## src/rtl/iovt_pkg.sv

```systemverilog
package iovt_pkg;
    localparam int ADDR_W    = 48;
    localparam int ENTRY_W   = 64;
    localparam int VALID_BIT = 63;
    localparam int LOG2_W    = 6;
    localparam int OFS_W     = 12;

    localparam logic [OFS_W-1:0] OFS_WIN_BASE = 12'h300;
    localparam logic [OFS_W-1:0] OFS_WIN_MASK = 12'h308;
    localparam logic [OFS_W-1:0] OFS_PURGE    = 12'h310;
    localparam logic [OFS_W-1:0] OFS_PG_CFG   = 12'h318;
    localparam logic [OFS_W-1:0] OFS_DIR_BASE = 12'h320;

    typedef logic [ADDR_W-1:0] addr_t;

    typedef enum logic [1:0] {ST_IDLE, ST_ISSUE, ST_WAIT} walk_state_e;

    typedef struct packed {
        logic  fault;
        addr_t pa;
    } xlate_rsp_t;

    typedef struct packed {
        logic  fire;
        addr_t base;
        addr_t span;   // address bits ignored when matching
    } purge_t;

    function automatic logic [4:0] shift_of(input logic [1:0] code);
        case (code)
            2'd0:    return 5'd12;
            2'd1:    return 5'd13;
            2'd2:    return 5'd14;
            default: return 5'd16;
        endcase
    endfunction

    function automatic addr_t low_mask(input logic [LOG2_W-1:0] n);
        if (int'(n) >= ADDR_W) return '1;
        return ~({ADDR_W{1'b1}} << n);
    endfunction

    function automatic logic in_span(input addr_t a, input purge_t p);
        return p.fire && ((a & ~p.span) == (p.base & ~p.span));
    endfunction
endpackage

```

## src/rtl/iovt_regs.sv

```systemverilog
module iovt_regs
    import iovt_pkg::*;
(
    input  logic                clk,
    input  logic                rst,
    input  logic                wr_en,
    input  logic [OFS_W-1:0]    wr_ofs,
    input  logic [ENTRY_W-1:0]  wr_data,
    output logic                xl_on,
    output addr_t               win_base,
    output addr_t               win_mask,
    output addr_t               dir_base,
    output logic [4:0]          pg_shift,
    output logic                pg_ok,
    output purge_t              purge
);
    logic [1:0] pg_code;
    addr_t      span_w;

    always_ff @(posedge clk) begin
        if (rst) begin
            xl_on    <= 1'b0;
            win_base <= '0;
            win_mask <= '0;
            dir_base <= '0;
            pg_code  <= 2'd0;
            pg_ok    <= 1'b1;
        end else if (wr_en) begin
            case (wr_ofs)
                OFS_WIN_BASE: begin
                    xl_on    <= wr_data[0];
                    win_base <= {wr_data[ADDR_W-1:1], 1'b0};
                end
                OFS_WIN_MASK: win_mask <= wr_data[ADDR_W-1:0];
                OFS_PG_CFG: begin
                    pg_code <= wr_data[1:0];
                    pg_ok   <= (wr_data[ENTRY_W-1:2] == '0);
                end
                OFS_DIR_BASE: dir_base <= wr_data[ADDR_W-1:0];
                default: ;
            endcase
        end
    end

    assign pg_shift = shift_of(pg_code);
    assign span_w   = low_mask(wr_data[LOG2_W-1:0]);

    always_comb begin
        purge.fire = wr_en && (wr_ofs == OFS_PURGE);
        purge.span = span_w;
        purge.base = wr_data[ADDR_W-1:0] & ~span_w;
    end

    assert_base_zero_off_R2: assert property (@(posedge clk) disable iff (rst)
        (wr_en && wr_ofs == OFS_WIN_BASE && wr_data == '0) |=> !xl_on);

    assert_bad_code_R6: assert property (@(posedge clk) disable iff (rst)
        (wr_en && wr_ofs == OFS_PG_CFG && wr_data[ENTRY_W-1:2] != '0) |=> !pg_ok);
endmodule

```

## src/rtl/iovt_tlb.sv

```systemverilog
module iovt_tlb
    import iovt_pkg::*;
#(
    parameter int ENTRIES = 8
) (
    input  logic   clk,
    input  logic   rst,
    input  addr_t  look_va,
    input  addr_t  off_mask,
    output logic   hit,
    output addr_t  hit_page,
    input  logic   ins_en,
    input  addr_t  ins_tag,
    input  addr_t  ins_page,
    input  purge_t purge
);
    localparam int PTR_W = (ENTRIES > 1) ? $clog2(ENTRIES) : 1;

    logic               vld_q  [ENTRIES];
    addr_t              tag_q  [ENTRIES];
    addr_t              page_q [ENTRIES];
    logic [ENTRIES-1:0] match;
    logic [PTR_W-1:0]   ptr;

    for (genvar g = 0; g < ENTRIES; g++) begin : g_slot
        always_ff @(posedge clk) begin
            if (rst) begin
                vld_q[g] <= 1'b0;
            end else if (ins_en && ptr == PTR_W'(g)) begin
                vld_q[g] <= 1'b1;
            end else if (in_span(tag_q[g], purge)) begin
                vld_q[g] <= 1'b0;
            end
            if (ins_en && ptr == PTR_W'(g)) begin
                tag_q[g]  <= ins_tag;
                page_q[g] <= ins_page;
            end
        end
        assign match[g] = vld_q[g] && (tag_q[g] == (look_va & ~off_mask));
    end

    always_ff @(posedge clk) begin
        if (rst)
            ptr <= '0;
        else if (ins_en)
            ptr <= (ptr == PTR_W'(ENTRIES - 1)) ? '0 : ptr + 1'b1;
    end

    always_comb begin
        hit_page = '0;
        for (int i = 0; i < ENTRIES; i++)
            if (match[i]) hit_page = hit_page | page_q[i];
    end
    assign hit = |match;

    assert_single_hit_R8: assert property (@(posedge clk) disable iff (rst)
        $onehot0(match));
endmodule

```

## src/rtl/iova_translator.sv

```systemverilog
module iova_translator
    import iovt_pkg::*;
#(
    parameter int ENTRIES = 8
) (
    input  logic                clk,
    input  logic                rst,
    input  logic                cfg_wr_en,
    input  logic [OFS_W-1:0]    cfg_wr_ofs,
    input  logic [ENTRY_W-1:0]  cfg_wr_data,
    input  logic                req_valid,
    output logic                req_ready,
    input  logic [ADDR_W-1:0]   req_va,
    output logic                rsp_valid,
    output logic                rsp_fault,
    output logic [ADDR_W-1:0]   rsp_pa,
    output logic                dir_req_valid,
    input  logic                dir_req_ready,
    output logic [ADDR_W-1:0]   dir_req_addr,
    input  logic                dir_rsp_valid,
    input  logic [ENTRY_W-1:0]  dir_rsp_data
);
    logic        xl_on, pg_ok;
    addr_t       win_base, win_mask, dir_base, off_mask;
    logic [4:0]  pg_shift;
    purge_t      purge;

    iovt_regs u_regs (
        .clk(clk), .rst(rst), .wr_en(cfg_wr_en), .wr_ofs(cfg_wr_ofs),
        .wr_data(cfg_wr_data), .xl_on(xl_on), .win_base(win_base),
        .win_mask(win_mask), .dir_base(dir_base), .pg_shift(pg_shift),
        .pg_ok(pg_ok), .purge(purge)
    );

    walk_state_e state;
    addr_t       va_q, addr_q, rel, entry_addr, ins_tag, ins_page, hit_page;
    xlate_rsp_t  rsp_q;
    logic        valid_q, kill_q, kill_now, hit, accept, in_win, ins_en, entry_ok;
    logic        unused_rsvd;

    assign off_mask   = low_mask({1'b0, pg_shift});
    assign accept     = req_valid && (state == ST_IDLE);
    assign in_win     = xl_on && pg_ok && ((req_va & win_mask) == (win_base & win_mask));
    assign rel        = req_va - win_base;
    assign entry_addr = dir_base + ((rel >> pg_shift) << 3);
    assign entry_ok   = dir_rsp_data[VALID_BIT];
    assign kill_now   = kill_q || in_span(va_q, purge);
    assign ins_tag    = va_q & ~off_mask;
    assign ins_page   = dir_rsp_data[ADDR_W-1:0] & ~off_mask;
    assign ins_en     = (state == ST_WAIT) && dir_rsp_valid && entry_ok && !kill_now;
    assign unused_rsvd = ^dir_rsp_data[VALID_BIT-1:ADDR_W];

    iovt_tlb #(.ENTRIES(ENTRIES)) u_tlb (
        .clk(clk), .rst(rst), .look_va(req_va), .off_mask(off_mask),
        .hit(hit), .hit_page(hit_page), .ins_en(ins_en), .ins_tag(ins_tag),
        .ins_page(ins_page), .purge(purge)
    );

    always_ff @(posedge clk) begin
        if (rst) begin
            state   <= ST_IDLE;
            va_q    <= '0;
            addr_q  <= '0;
            kill_q  <= 1'b0;
            valid_q <= 1'b0;
            rsp_q   <= '0;
        end else begin
            valid_q <= 1'b0;
            case (state)
                ST_IDLE: if (accept) begin
                    va_q   <= req_va;
                    kill_q <= 1'b0;
                    if (!in_win) begin
                        valid_q <= 1'b1;
                        rsp_q   <= '{fault: 1'b1, pa: '0};
                    end else if (hit) begin
                        valid_q <= 1'b1;
                        rsp_q   <= '{fault: 1'b0, pa: hit_page | (req_va & off_mask)};
                    end else begin
                        addr_q <= entry_addr;
                        state  <= ST_ISSUE;
                    end
                end
                ST_ISSUE: begin
                    kill_q <= kill_now;
                    if (dir_req_ready) state <= ST_WAIT;
                end
                ST_WAIT: begin
                    kill_q <= kill_now;
                    if (dir_rsp_valid) begin
                        valid_q <= 1'b1;
                        rsp_q   <= entry_ok ? '{fault: 1'b0, pa: ins_page | (va_q & off_mask)}
                                            : '{fault: 1'b1, pa: '0};
                        state   <= ST_IDLE;
                    end
                end
                default: state <= ST_IDLE;
            endcase
        end
    end

    assign req_ready     = (state == ST_IDLE);
    assign dir_req_valid = (state == ST_ISSUE);
    assign dir_req_addr  = addr_q;
    assign rsp_valid     = valid_q;
    assign rsp_fault     = rsp_q.fault;
    assign rsp_pa        = rsp_q.pa;

    assert_req_hold_R12: assert property (@(posedge clk) disable iff (rst)
        (dir_req_valid && !dir_req_ready) |=> (dir_req_valid && $stable(dir_req_addr)));

    assert_fault_pa_zero_R3: assert property (@(posedge clk) disable iff (rst)
        (rsp_valid && rsp_fault) |-> (rsp_pa == '0));

    assert_offset_kept_R5: assert property (@(posedge clk) disable iff (rst)
        (rsp_valid && !rsp_fault) |-> (((rsp_pa ^ va_q) & off_mask) == '0));
endmodule

```

## config.mk

```make
export PLATFORM = sky130hd
export DESIGN_NAME = iova_translator
export DESIGN_NICKNAME = d
export VERILOG_FILES = /design/src/rtl/iovt_pkg.sv /design/src/rtl/iovt_regs.sv /design/src/rtl/iovt_tlb.sv /design/src/rtl/iova_translator.sv
export SDC_FILE = /design/constraint.sdc
export NUM_CORES = 2
export LEC_CHECK = 0
export BUFFER_PORTS_ARGS = -buffer_cell sky130_fd_sc_hd__buf_2
export CORE_MARGIN = 3
export CORE_UTILIZATION = 50
export CTS_CLUSTER_SIZE = 14
export DETAILED_ROUTE_END_ITERATION = 8
export PLACE_DENSITY = 0.67
export SYNTH_ARGS = -nofsm -noshare
export SYNTH_HDL_FRONTEND = slang
export SYNTH_SLANG_ARGS = --single-unit
```

## constraint.sdc

```tcl
create_clock -name clk -period 10.1 [get_ports clk]
set_input_delay 2.02 -clock clk [delete_from_list [all_inputs] [get_ports clk]]
set_output_delay 2.02 -clock clk [all_outputs]
set_load 0.01 [all_outputs]
```

==> results.md <==
- Sw Share: 26.4%
- Drt total wl: 215 mm
- Run status: complete, but fails checks
- Startpoint type of the worst setup path: input port
- RSZ-0062 raised after global routing: no
- Hpwl dp: 150 mm
- Min Tclk post-route: 8.03 ns
- Worst path arrival time: 8.64 ns
- Die area: 0.108 mm^2
- Cell Chain, Critical Path: buf_2 > ha_1 > nand4_1 > a2111oi_0 > nand3_1 > a21oi_1 > nor4_1 > or2_2 > o211ai_1 > xor2_1 > mux4_2 > ha_1 > and3_1 > nand2_1 > and3b_1 > o21ai_0 > a211oi_1 > a31oi_1 > o31a_1 > o21a_1 > o311ai_0
- Mapped Cells: 4,835
- Clock power share: 42.2%
- Share of flip-flops with an asynchronous set or reset: 0%
- Yosys top cell area share: 42.1%
- Crit-path slowest cell: a2111oi_0
- Synth area leaders: edfxtp_1 (42%), dfxtp_1 (12%), xor2_1 (8.7%), nand2_1 (4.6%), xnor2_1 (3.9%)
- DRT iter0 DRCs: 7,507
- Final setup fails: 0
- Final period util: 79.5%
- Clk pin slew, worst setup/hold paths: 0.06 ns
- CP top delay family: compound AO/OA/AOI/OAI gates
- H-Tree Depth: 3
- Max VDD drop: 158 uV
- CTS resizes: 0
- CTS Buf Count: 108
- Post-DR wirelength/cell: 32.2 um
- Synth area leader: edfxtp_1
- PortBufs: 266
- Pin count of the biggest net entering global routing: 151
- First-pass GRT wire length: 296 mm
- P per Cell Area: 163 mW/mm^2
- Std cell rows: 117
- R2R Path Start: u_regs.win_base[21]$_SDFFE_PP0P_
- CP Capture Type: flop
- Layout cells sized above 1: 12.3%
- Tot Pwr: 9.65 mW
- Final Worst Setup Slack: 2.07 ns
- Via count of the first global-routing pass: 39,500
- Worst-margin pin slew: 1.39 ns
- Die height: 328 um
- CP peak stage delay: 0.70 ns
- Static Leakage: 20.9 nW
- Syn Area/Cell: 10.7 um^2
- Remaining antenna violation count: 0
- Clock Skews: 0.0526 ns
- Placer Congestion: 1.06
- EDFF count, synth: 728
- Initial antenna violation count: 24
- DR DRC count: 2
- Core area: 0.102 mm^2
- Crit path kind: in2reg
- Pre-CTS WS: 1.52 ns
- Total number of vias: 43,700
- Seq/Total Area, Yosys: 53.7%
- Total global-route track usage: 38.7%
- Most used DFF post-synth: edfxtp_1
- Sequential Power Share: 47.2%
- Max-slew violations: 0
- Clock latency at the later pin of the worst-skew pair: 0.75 ns
- Slew HR: 6.47%
- Buffers and inverters on the worst path: 1
- Final Net Count: 5,494
- Distinct cell type count after synthesis: 80
- CP dominant cell by count: ha_1
- Post-CTS Setup Bufs: 0
- CTS Root Buffer Type: clkbuf_16
- Fmax: 0.125 GHz
- Failing checks: design-rule violations
- CTS tree: done
- IO Pins: 294
- TNS Setup: 0 ns
- Comb pwr share: 10.6%
- Syn-to-layout area delta: 14.1%
- Req. time, crit path: 10.71 ns
- Sw Pwr: 2.54 mW
- Yosys warnings: 0
- Post-synth design cell area: 0.0519 mm^2
- Crit path max fanout: 13
- TritonRoute pass-1 iters: 9
- Initial core utilization: 50.7%
- Max Root-Sink Buffers: 3
- Die W: 328 um
- Total gr overflow: 0
- Min-delay src: va_q[35]$_SDFFE_PP0P_
- Worst Setup SP: req_va[23]
- Vias per cell: 6.55
- # hold bufs at CTS: 0
- MaxCap Viol Count: 0
- Fin. Hold Viols: 0
- Synth Register Bits: 1,027
- Hold Path Class: reg2reg
- CTS sink count: 1,027
- Pint: 7.10 mW
-- per-layer routing --
layer,vias to the layer above,GRT usage (%),wire length [um]
met3,584,15.2,33600
met1,21300,54.3,84000
met5,-,0.906,230
li1,18500,-,-
met4,18,12.3,8570
met2,3348,54.7,88300
-- area by class of cell --
class                      count  area, um^2
clock inverter                57         611
tap                         1368        1710
sequential                  1027       27800
clock buffer                 148        3020
inverter                      99         372
multi-input combinational   3555       23200
timing repair buffer         408        2430
antenna                       10        25.0
fill                        8733       43100
-- registers in the layout (all words and copies together) (netlist names), 2 cells and up --
| register | count |
|---|---|
| state | 2 |
| u_regs.win_base | 47 |
| u_tlb.vld_q | 8 |
| dir_req_addr | 48 |
| u_regs.win_mask | 48 |
| u_regs.dir_base | 48 |
| va_q | 48 |
| u_tlb.page_q | 360 |
| u_regs.pg_code | 2 |
| u_tlb.tag_q | 360 |
| u_tlb.ptr | 3 |
| rsp_pa | 48 |
-- final timing paths --
path                                                      end  slack [ns]  depth (start not counted)
worst max-delay path            dir_req_addr[47]$_SDFFE_PP0P_        2.07                         21
worst min register to register   u_tlb.tag_q[0][83]$_DFFE_PP_        0.43                          0
worst min-delay path             u_tlb.tag_q[0][83]$_DFFE_PP_        0.43                          0
worst max register to register  dir_req_addr[47]$_SDFFE_PP0P_        3.43                         21
-- synth_stat cells (all sizes together), types with 62 or more instances --
cell type    n
nor3        81
a211oi      62
dfxtp      299
edfxtp     728
xor2       517
clkbuf     228
a31oi       70
a221oi      81
nor4       155
xnor2      229
nand4       88
a21oi      397
nor2       184
nand2      629
buf         77
a22oi      116
inv         97
o21ai      131
ha          99
-- stage by stage --
stage                     instances  hold WS [ns]  cell area (um^2)  utilization, %
after floorplan                4986         0.432             52400               -
after global placement         6457         0.413             55500            54.3
after detailed placement       6457         0.419             55500            54.3
after CTS                      6662         0.434             59200            57.8
after global routing           6665         0.462             59200            57.8
final                          6672         0.434             59200            57.9
-- worst reg2reg max path, cell delays in order, from the launching register on --
cell	delay (ns)
dfxtp_1	0.42
inv_1	0.07
ha_1	0.41
nand4_1	0.21
a2111oi_0	0.70
nand3_1	0.16
a21oi_1	0.23
nor4_1	0.16
or2_2	0.33
o211ai_1	0.23
xor2_1	0.19
mux4_2	0.48
ha_1	0.41
and3_1	0.27
nand2_1	0.11
and3b_1	0.23
o21ai_0	0.10
a211oi_1	0.63
a31oi_1	0.34
o31a_1	0.38
o21a_1	0.19
o311ai_0	0.32
-- power groups by stage --
stage               combinational [mW]  sequential, mW  clock [mW]
finish                            1.02            4.55        4.07
floorplan                        0.524            4.64           0
CTS                              0.966            4.55        4.08
global placement                 0.961            4.64           0
global route                      1.04            4.55        4.25
detailed placement               0.961            4.64           0
-- layout by cell type, fill, tap and decap left out, types with 44 or more instances in the layout --
cell type  instances
a211oi_1          62
dfxtp_1          297
a31oi_1           69
nor3_1            77
nor4_1           144
edfxtp_1         728
buf_4            140
a22o_1            52
buf_2            265
nand3_1           52
nor2_1           178
conb_1           152
a22oi_1          116
clkbuf_16        110
xnor2_1          229
a221oi_1          81
ha_1              99
nand4_1           88
o21ai_0          120
nand2_1          627
xor2_1           517
inv_1             97
o22ai_1           44
a21oi_1          395
-- logic make-up after synthesis --
| family | after synthesis | share of synthesized area [%] |
|---|---|---|
| buffers and inverters | 404 | 3.08 |
| AND/OR/NAND/NOR | 1365 | 12.6 |
| AO/OA/AOI/OAI | 1151 | 14.5 |
| XOR/XNOR | 746 | 12.6 |
| flip-flops | 1027 | 53.7 |
| other | 1 | 0.00723 |
| adder cells (fa/ha/maj) | 101 | 2.47 |
| multiplexers | 40 | 1.09 |
Power figures use the tool's default switching activity.
